$ cat src/rtl/mg_pkg.sv
package mg_pkg;
    localparam int OFS_W      = 5;   // region granule is 32 bytes
    localparam int PID_W      = 8;
    localparam int LOW_NUM    = 4;   // masters with full rights fields
    localparam int LOW_FW     = 6;
    localparam int HIGH_NUM   = 4;   // masters with read/write only
    localparam int HIGH_FW    = 2;
    localparam int HIGH_BASE  = LOW_NUM * LOW_FW;
    localparam int DBG_MASTER = 1;
    localparam logic [31:0] DBG_MASK = 32'(6'h3F) << (DBG_MASTER * LOW_FW);

    typedef enum logic [2:0] {
        SEL_START  = 3'd0,
        SEL_END    = 3'd1,
        SEL_RIGHTS = 3'd2,
        SEL_CTRL   = 3'd3,
        SEL_ALT    = 3'd4
    } sel_e;

    typedef enum logic [1:0] {
        ACC_RD = 2'd0,
        ACC_WR = 2'd1,
        ACC_EX = 2'd2
    } acc_e;

    // rights as {read, write, fetch}
    function automatic logic [2:0] sup_rights(input logic [1:0] code, input logic [2:0] user);
        case (code)
            2'b00:   return 3'b111;
            2'b01:   return 3'b101;
            2'b10:   return 3'b110;
            default: return user;
        endcase
    endfunction
endpackage

$ cat src/rtl/mg_desc_bank.sv
module mg_desc_bank
    import mg_pkg::*;
#(
    parameter int NREG = 4,
    parameter int AW   = 32,
    localparam int IDXW = (NREG > 1) ? $clog2(NREG) : 1
) (
    input  logic                               clk,
    input  logic                               rst_n,
    input  logic                               cfg_we,
    input  logic                               cfg_core,
    input  logic [IDXW-1:0]                    cfg_idx,
    input  logic [2:0]                         cfg_sel,
    input  logic [31:0]                        cfg_wdata,
    output logic [NREG-1:0][AW-1:OFS_W]        st_o,
    output logic [NREG-1:0][AW-1:OFS_W]        en_o,
    output logic [NREG-1:0][31:0]              rt_o,
    output logic [NREG-1:0][31:0]              ct_o
);
    typedef struct packed {
        logic [NREG-1:0][AW-1:OFS_W] st;
        logic [NREG-1:0][AW-1:OFS_W] en;
        logic [NREG-1:0][31:0]       rt;
        logic [NREG-1:0][31:0]       ct;
    } bank_t;

    bank_t bank_d, bank_q;
    logic  locked;

    always_comb begin
        bank_d = bank_q;
        locked = cfg_core && (cfg_idx == '0);
        if (cfg_we && (int'(cfg_idx) < NREG)) begin
            case (sel_e'(cfg_sel))
                SEL_START: if (!locked) bank_d.st[cfg_idx] = cfg_wdata[AW-1:OFS_W];
                SEL_END:   if (!locked) bank_d.en[cfg_idx] = cfg_wdata[AW-1:OFS_W];
                SEL_RIGHTS, SEL_ALT: begin
                    if (locked)
                        bank_d.rt[cfg_idx] = (cfg_wdata & ~DBG_MASK) | (bank_q.rt[cfg_idx] & DBG_MASK);
                    else
                        bank_d.rt[cfg_idx] = cfg_wdata;
                end
                SEL_CTRL:  bank_d.ct[cfg_idx] = cfg_wdata;
                default:   ;
            endcase
        end
    end

    always_ff @(posedge clk or negedge rst_n) begin
        if (!rst_n) bank_q <= '0;
        else        bank_q <= bank_d;
    end

    assign st_o = bank_q.st;
    assign en_o = bank_q.en;
    assign rt_o = bank_q.rt;
    assign ct_o = bank_q.ct;
endmodule

$ cat src/rtl/mg_region_eval.sv
module mg_region_eval
    import mg_pkg::*;
#(
    parameter int AW = 32
) (
    input  logic [AW-1:OFS_W] st_i,
    input  logic [AW-1:OFS_W] en_i,
    input  logic [31:0]       rt_i,
    input  logic [31:0]       ct_i,
    input  logic [2:0]        acc_master,
    input  logic [AW-1:0]     acc_addr,
    input  logic [1:0]        acc_type,
    input  logic              acc_priv,
    input  logic [PID_W-1:0]  acc_pid,
    output logic              hit_o,
    output logic              grant_o
);
    logic [LOW_FW-1:0]  low_f;
    logic [HIGH_FW-1:0] high_f;
    logic               is_low;
    logic               in_rng;
    logic               pid_ok;
    logic [2:0]         eff;
    logic               want;

    always_comb begin
        low_f  = '0;
        high_f = '0;
        for (int m = 0; m < LOW_NUM; m++)
            if (acc_master == 3'(m)) low_f = rt_i[m*LOW_FW +: LOW_FW];
        for (int m = 0; m < HIGH_NUM; m++)
            if (acc_master == 3'(m + LOW_NUM)) high_f = rt_i[HIGH_BASE + m*HIGH_FW +: HIGH_FW];

        is_low = int'(acc_master) < LOW_NUM;
        in_rng = (acc_addr >= {st_i, {OFS_W{1'b0}}}) && (acc_addr <= {en_i, {OFS_W{1'b1}}});
        pid_ok = !is_low || !low_f[5]
                 || (((acc_pid ^ ct_i[15:8]) & ~ct_i[23:16]) == '0);

        if (is_low) eff = acc_priv ? sup_rights(low_f[4:3], low_f[2:0]) : low_f[2:0];
        else        eff = {high_f[1], high_f[0], 1'b0};

        case (acc_e'(acc_type))
            ACC_RD:  want = eff[2];
            ACC_WR:  want = eff[1];
            ACC_EX:  want = eff[0];
            default: want = 1'b0;
        endcase

        hit_o   = ct_i[0] && in_rng && pid_ok;
        grant_o = hit_o && want;
    end
endmodule

$ cat src/rtl/mg_top.sv
module mg_top
    import mg_pkg::*;
#(
    parameter int NREG = 4,
    parameter int AW   = 32,
    localparam int IDXW = (NREG > 1) ? $clog2(NREG) : 1
) (
    input  logic              clk,
    input  logic              rst_n,
    input  logic              prot_en,
    input  logic              cfg_we,
    input  logic              cfg_core,
    input  logic [IDXW-1:0]   cfg_idx,
    input  logic [2:0]        cfg_sel,
    input  logic [31:0]       cfg_wdata,
    input  logic              acc_vld,
    input  logic [2:0]        acc_master,
    input  logic [AW-1:0]     acc_addr,
    input  logic [1:0]        acc_type,
    input  logic              acc_priv,
    input  logic [7:0]        acc_pid,
    output logic              chk_vld,
    output logic              chk_allow,
    output logic [NREG-1:0]   chk_hit
);
    typedef struct packed {
        logic            vld;
        logic            allow;
        logic [NREG-1:0] hit;
    } res_t;

    logic [NREG-1:0][AW-1:OFS_W] st_all;
    logic [NREG-1:0][AW-1:OFS_W] en_all;
    logic [NREG-1:0][31:0]       rt_all;
    logic [NREG-1:0][31:0]       ct_all;
    logic [NREG-1:0]             hit_vec;
    logic [NREG-1:0]             grant_vec;
    res_t                        res_d, res_q;

    mg_desc_bank #(.NREG(NREG), .AW(AW)) bank_i (
        .clk       (clk),
        .rst_n     (rst_n),
        .cfg_we    (cfg_we),
        .cfg_core  (cfg_core),
        .cfg_idx   (cfg_idx),
        .cfg_sel   (cfg_sel),
        .cfg_wdata (cfg_wdata),
        .st_o      (st_all),
        .en_o      (en_all),
        .rt_o      (rt_all),
        .ct_o      (ct_all)
    );

    for (genvar g = 0; g < NREG; g++) begin : g_reg
        mg_region_eval #(.AW(AW)) eval_i (
            .st_i       (st_all[g]),
            .en_i       (en_all[g]),
            .rt_i       (rt_all[g]),
            .ct_i       (ct_all[g]),
            .acc_master (acc_master),
            .acc_addr   (acc_addr),
            .acc_type   (acc_type),
            .acc_priv   (acc_priv),
            .acc_pid    (acc_pid),
            .hit_o      (hit_vec[g]),
            .grant_o    (grant_vec[g])
        );
    end

    always_comb begin
        res_d.vld   = acc_vld;
        res_d.allow = acc_vld && (!prot_en || (|grant_vec));
        res_d.hit   = acc_vld ? hit_vec : '0;
    end

    always_ff @(posedge clk or negedge rst_n) begin
        if (!rst_n) res_q <= '0;
        else        res_q <= res_d;
    end

    assign chk_vld   = res_q.vld;
    assign chk_allow = res_q.allow;
    assign chk_hit   = res_q.hit;
endmodule

$ cat config.mk
export PLATFORM = sky130hd
export DESIGN_NAME = mg_top
export DESIGN_NICKNAME = d
export VERILOG_FILES = /design/src/rtl/mg_pkg.sv /design/src/rtl/mg_desc_bank.sv /design/src/rtl/mg_region_eval.sv /design/src/rtl/mg_top.sv
export SDC_FILE = /design/constraint.sdc
export NUM_CORES = 1
export LEC_CHECK = 0
export ABC_AREA = 1
export ABC_CLOCK_PERIOD_IN_PS = 3200
export CAP_MARGIN = 0
export CORE_ASPECT_RATIO = 0.7
export CORE_MARGIN = 4
export CORE_UTILIZATION = 50
export CTS_CLUSTER_SIZE = 10
export DETAILED_ROUTE_END_ITERATION = 7
export GPL_TIMING_DRIVEN = 0
export PLACE_DENSITY = 0.68
export SETUP_SLACK_MARGIN = 0.02
export SKIP_LAST_GASP = 1
export SLEW_MARGIN = 20
export SYNTH_ARGS = -nofsm -noshare
export SYNTH_HDL_FRONTEND = slang
export SYNTH_SLANG_ARGS = --single-unit
$ cat constraint.sdc
create_clock -name clk -period 3.2 [get_ports clk]
set_input_delay 0.64 -clock clk [delete_from_list [all_inputs] [get_ports clk]]
set_output_delay 0.64 -clock clk [all_outputs]
set_load 0.005 [all_outputs]
==> metrics.md <==
| Metric | Value |
|---|---|
| Status | `completed` |
| DP Wirelength | `roughly 52000 um` |
| Clk sinks | `418` |
| Std cell rows | `between 60 and 70` |
| First-pass detailed-route iteration total | `6` |
| Post-synth EDFFs | `0` |
| Max-slew violations | `0` |
| CTS Hold Buffers Added | `0` |
| Cells after Synth | `approximately 2800` |
| Initial Util | `51.2%` |
| Number of remaining DRC errors | `0` |
| CP Launch Type | `input port` |
| Synth unique cells | `42` |
| Die W | `between 200 and 300 um` |
| DR WL/cell | `roughly 20 um` |
| Syn Nets | `between 3000 and 4000` |
| Root Buffer | `clkbuf_16` |
| Final period utilization | `~94%` |
| Routed vias | `slightly below 20000` |
| Final WL | `around 70000 um` |
| Async set-or-reset flop fraction in the synthesized netlist | `100%` |
| Min Tclk post-route | `around 3.0 ns` |
| Yosys warns | `0` |
| Remaining antenna violation count | `0` |
| Kind of cell adding the most delay to the critical path | `simple AND/OR/NAND/NOR gates` |
| Initial antenna violation count | `2` |
| Seq cells post-synth | `between 400 and 500` |
| Clk_lat worst skew | `a little under 0.6 ns` |
| GR met1 Demand/Resource | `43.3%` |
| Int Pwr | `10.3 mW` |
| Max Buffers Root-to-Sink | `3` |
| Worst slew pin tran | `roughly 1.1 ns` |
| Core area | `~44000 um2` |
| Final hold vios | `0` |
| TritonCTS clock tree | `done` |
| GR peak layer | `met1` |
| Commonest non-fill, non-tap cell in the layout | `nand2_1` |
| Final Skew | `~0.023 ns` |
| ANT cells | `0` |
| Fmax | `about 0.33 GHz` |
| Vias in the first global route | `~19000` |
| Crit path buf inv count | `1` |
| RSZ-0062 raised after global routing | `false` |
| Most used cell, CP | `nand2_1` |
| Post_cts resized | `2` |
| Starting DRT DRC Count | `2226` |
| Most frequent cells in the layout | `nand2_1 (781), o21ai_0 (455), dfrtp_1 (418)` |
| I/O pins | `95` |
| Post-CTS setup buffers | `0` |
| Layout Nets | `about 3300` |
| Combinational Power Share | `~22%` |
| Met3 Resource Use GR | `between 5 and 6%` |
| Synth Cell Area | `22700 um2` |
| Post-synth top flop | `dfrtp_1` |
| Chip height | `between 150 and 200 um` |
| Setup total negative slack | `0 ns` |
| Layout cells sized above 1 | `between 3 and 4%` |
| Worst path slowest cell | `clkdlybuf4s50_1` |
| Leak | `12.5 nW` |
| CP cell instances | `clkdlybuf4s50_1 > ha_1 > nand2_1 > nor3_1 > nand2_1 > nand3_1 > nand2_1 > nand2_1 > nand2_1 > nand2_1 > nor2_1 > nand2_1 > nand2_1 > nor2_1 > nor2_1` |
| Max-Cap Viols | `0` |
| Largest stage delay, worst path | `0.78 ns` |
| Setup Crit Path Kind | `in2reg` |
| Overall routing resource usage | `28.6%` |
| Met2 GRT Util | `about 42%` |
| Min-Delay Path Class | `in2async` |
| H-tree depth | `2` |
| Psw | `roughly 4.7 mW` |
| Sw frac | `31.5%` |
| Syn avg cell area | `8.05 um2` |
| Post-route setup slack | `0.176 ns` |
| Worst setup EP type | `flop` |
| Seq pwr share | `between 40% and 50%` |
| Worst-path clk slew | `approximately 0.060 ns` |
| Die footprint | `48900 um2` |
| Pre-CTS setup slack | `-0.809 ns` |
| Sequential Area | `roughly 10000 um2` |
| Final setup fails | `0` |
| Multi-input gate area | `10500 um2` |
| GR Overflow Total | `0` |
| Final instance area | `approximately 26000 um2` |
| Num CTS Buffers | `between 40 and 50` |
| Clk network pwr share | `roughly a third` |
| WP data required | `between 3 and 4 ns` |
| Max VDD drop | `approximately 0.38 mV` |
| CP Data Arrival Time | `between 3 and 4 ns` |
| Vias per std cell | `roughly 5.6` |
| PD cells | `~600 nW/um2` |
| Largest net degree at the start of global routing | `roughly 100` |
| Sequential element share of the synthesized area | `46.1%` |
| First-pass GRT wire length | `109000 um` |
| Fillers | `between 3000 and 4000` |
| Port buffer count | `between 80 and 90` |
| Area Growth Syn to Fin | `13.2%` |
| Placed instance area | `~24000 um2` |
| Slew HR | `~30%` |
| Gpl congestion | `0.945` |
| Crit-path max FO | `8` |
synthesized netlist by cell type, types with 5 or more instances:
cell type  number  share of area (%)
nand2_1       781                 13
o21ai_0       455                 10
dfrtp_1       418                 46
inv_1         331                5.5
ha_1          216                 12
nor2_1        148                2.4
clkbuf_1      109                1.8
nand3_1        97                2.1
a21oi_1        96                2.1
nand4_1        44                1.2
o21a_1         18               0.60
nor3_1         16               0.35
xnor2_1        15               0.58
buf_2           7               0.15
o21ai_1         6               0.13
o22ai_1         6               0.17
a21o_1          5               0.17
buf_4           5               0.17
or2_0           5               0.14
metal layers:
| metal | vias up | share of wire, % |
|---|---|---|
| li1 | 9395 | - |
| met1 | 9530 | 47 |
| met2 | 805 | 42 |
| met3 | 132 | 9.0 |
| met4 | 0 | 2.6 |
| met5 | - | 0 |
path summary, 6_finish.rpt:
kind                                    to  slack [ns]             from  cells after the start
setup reg to reg                 chk_allow        0.65  bank_i.en_o[68]                     14
max in group asynchronous        async pin        1.77            rst_n                      3
hold reg to reg            bank_i.ct_o[64]        0.48  bank_i.ct_o[64]                      2
setup / recovery                 chk_allow        0.18     acc_addr[15]                     15
hold / removal             bank_i.en_o[62]        0.01            rst_n                      1
min in group clk           bank_i.ct_o[64]        0.48  bank_i.ct_o[64]                      2
logic make-up after synthesis:
logic type	after synthesis	synth area share, %
and+or+nand+nor	1111	19.9
xor gates and xnor gates	16	0.618
adders and majority gates	216	11.9
buffers and inverters	458	7.74
DFF	418	46.1
AOI/OAI and AO/OA	595	13.5
muxes	5	0.243
final cells by class:
| type | instances | area share [%] |
|---|---|---|
| buffer | 123 | 1.93 |
| multi-input combinational | 1943 | 40.9 |
| sequential | 418 | 40.7 |
| inverter | 335 | 4.91 |
| clock buffer | 49 | 4.73 |
| tap | 594 | 2.90 |
| timing repair buffer | 89 | 3.82 |
| clock inverter | 2 | 0.0975 |
power by group through the flow:
stage | logic [mW] | clock network [mW] | registers (mW)
2_1_floorplan | 2.29 | 0 | 6.79
6_report | 3.37 | 4.78 | 6.90
5_1_grt | 3.92 | 5.03 | 7.01
4_1_cts | 3.35 | 4.80 | 6.87
3_3_place_gp | 3.14 | 0 | 6.94
3_5_place_dp | 3.33 | 0 | 6.95
per-stage QoR:
step	util [%]	power [mW]	std cells	hold WS, ns
floorplan	-	9.07	2819	0.344
global placement	54.8	10.1	3498	0.461
detailed placement	55.1	10.3	3502	0.466
CTS	57.9	15.0	3553	0.0508
global route	58.0	16.0	3553	0.0620
finish	58.0	15.0	3553	0.0141
Note: power is estimated with default switching activity, not from simulation.
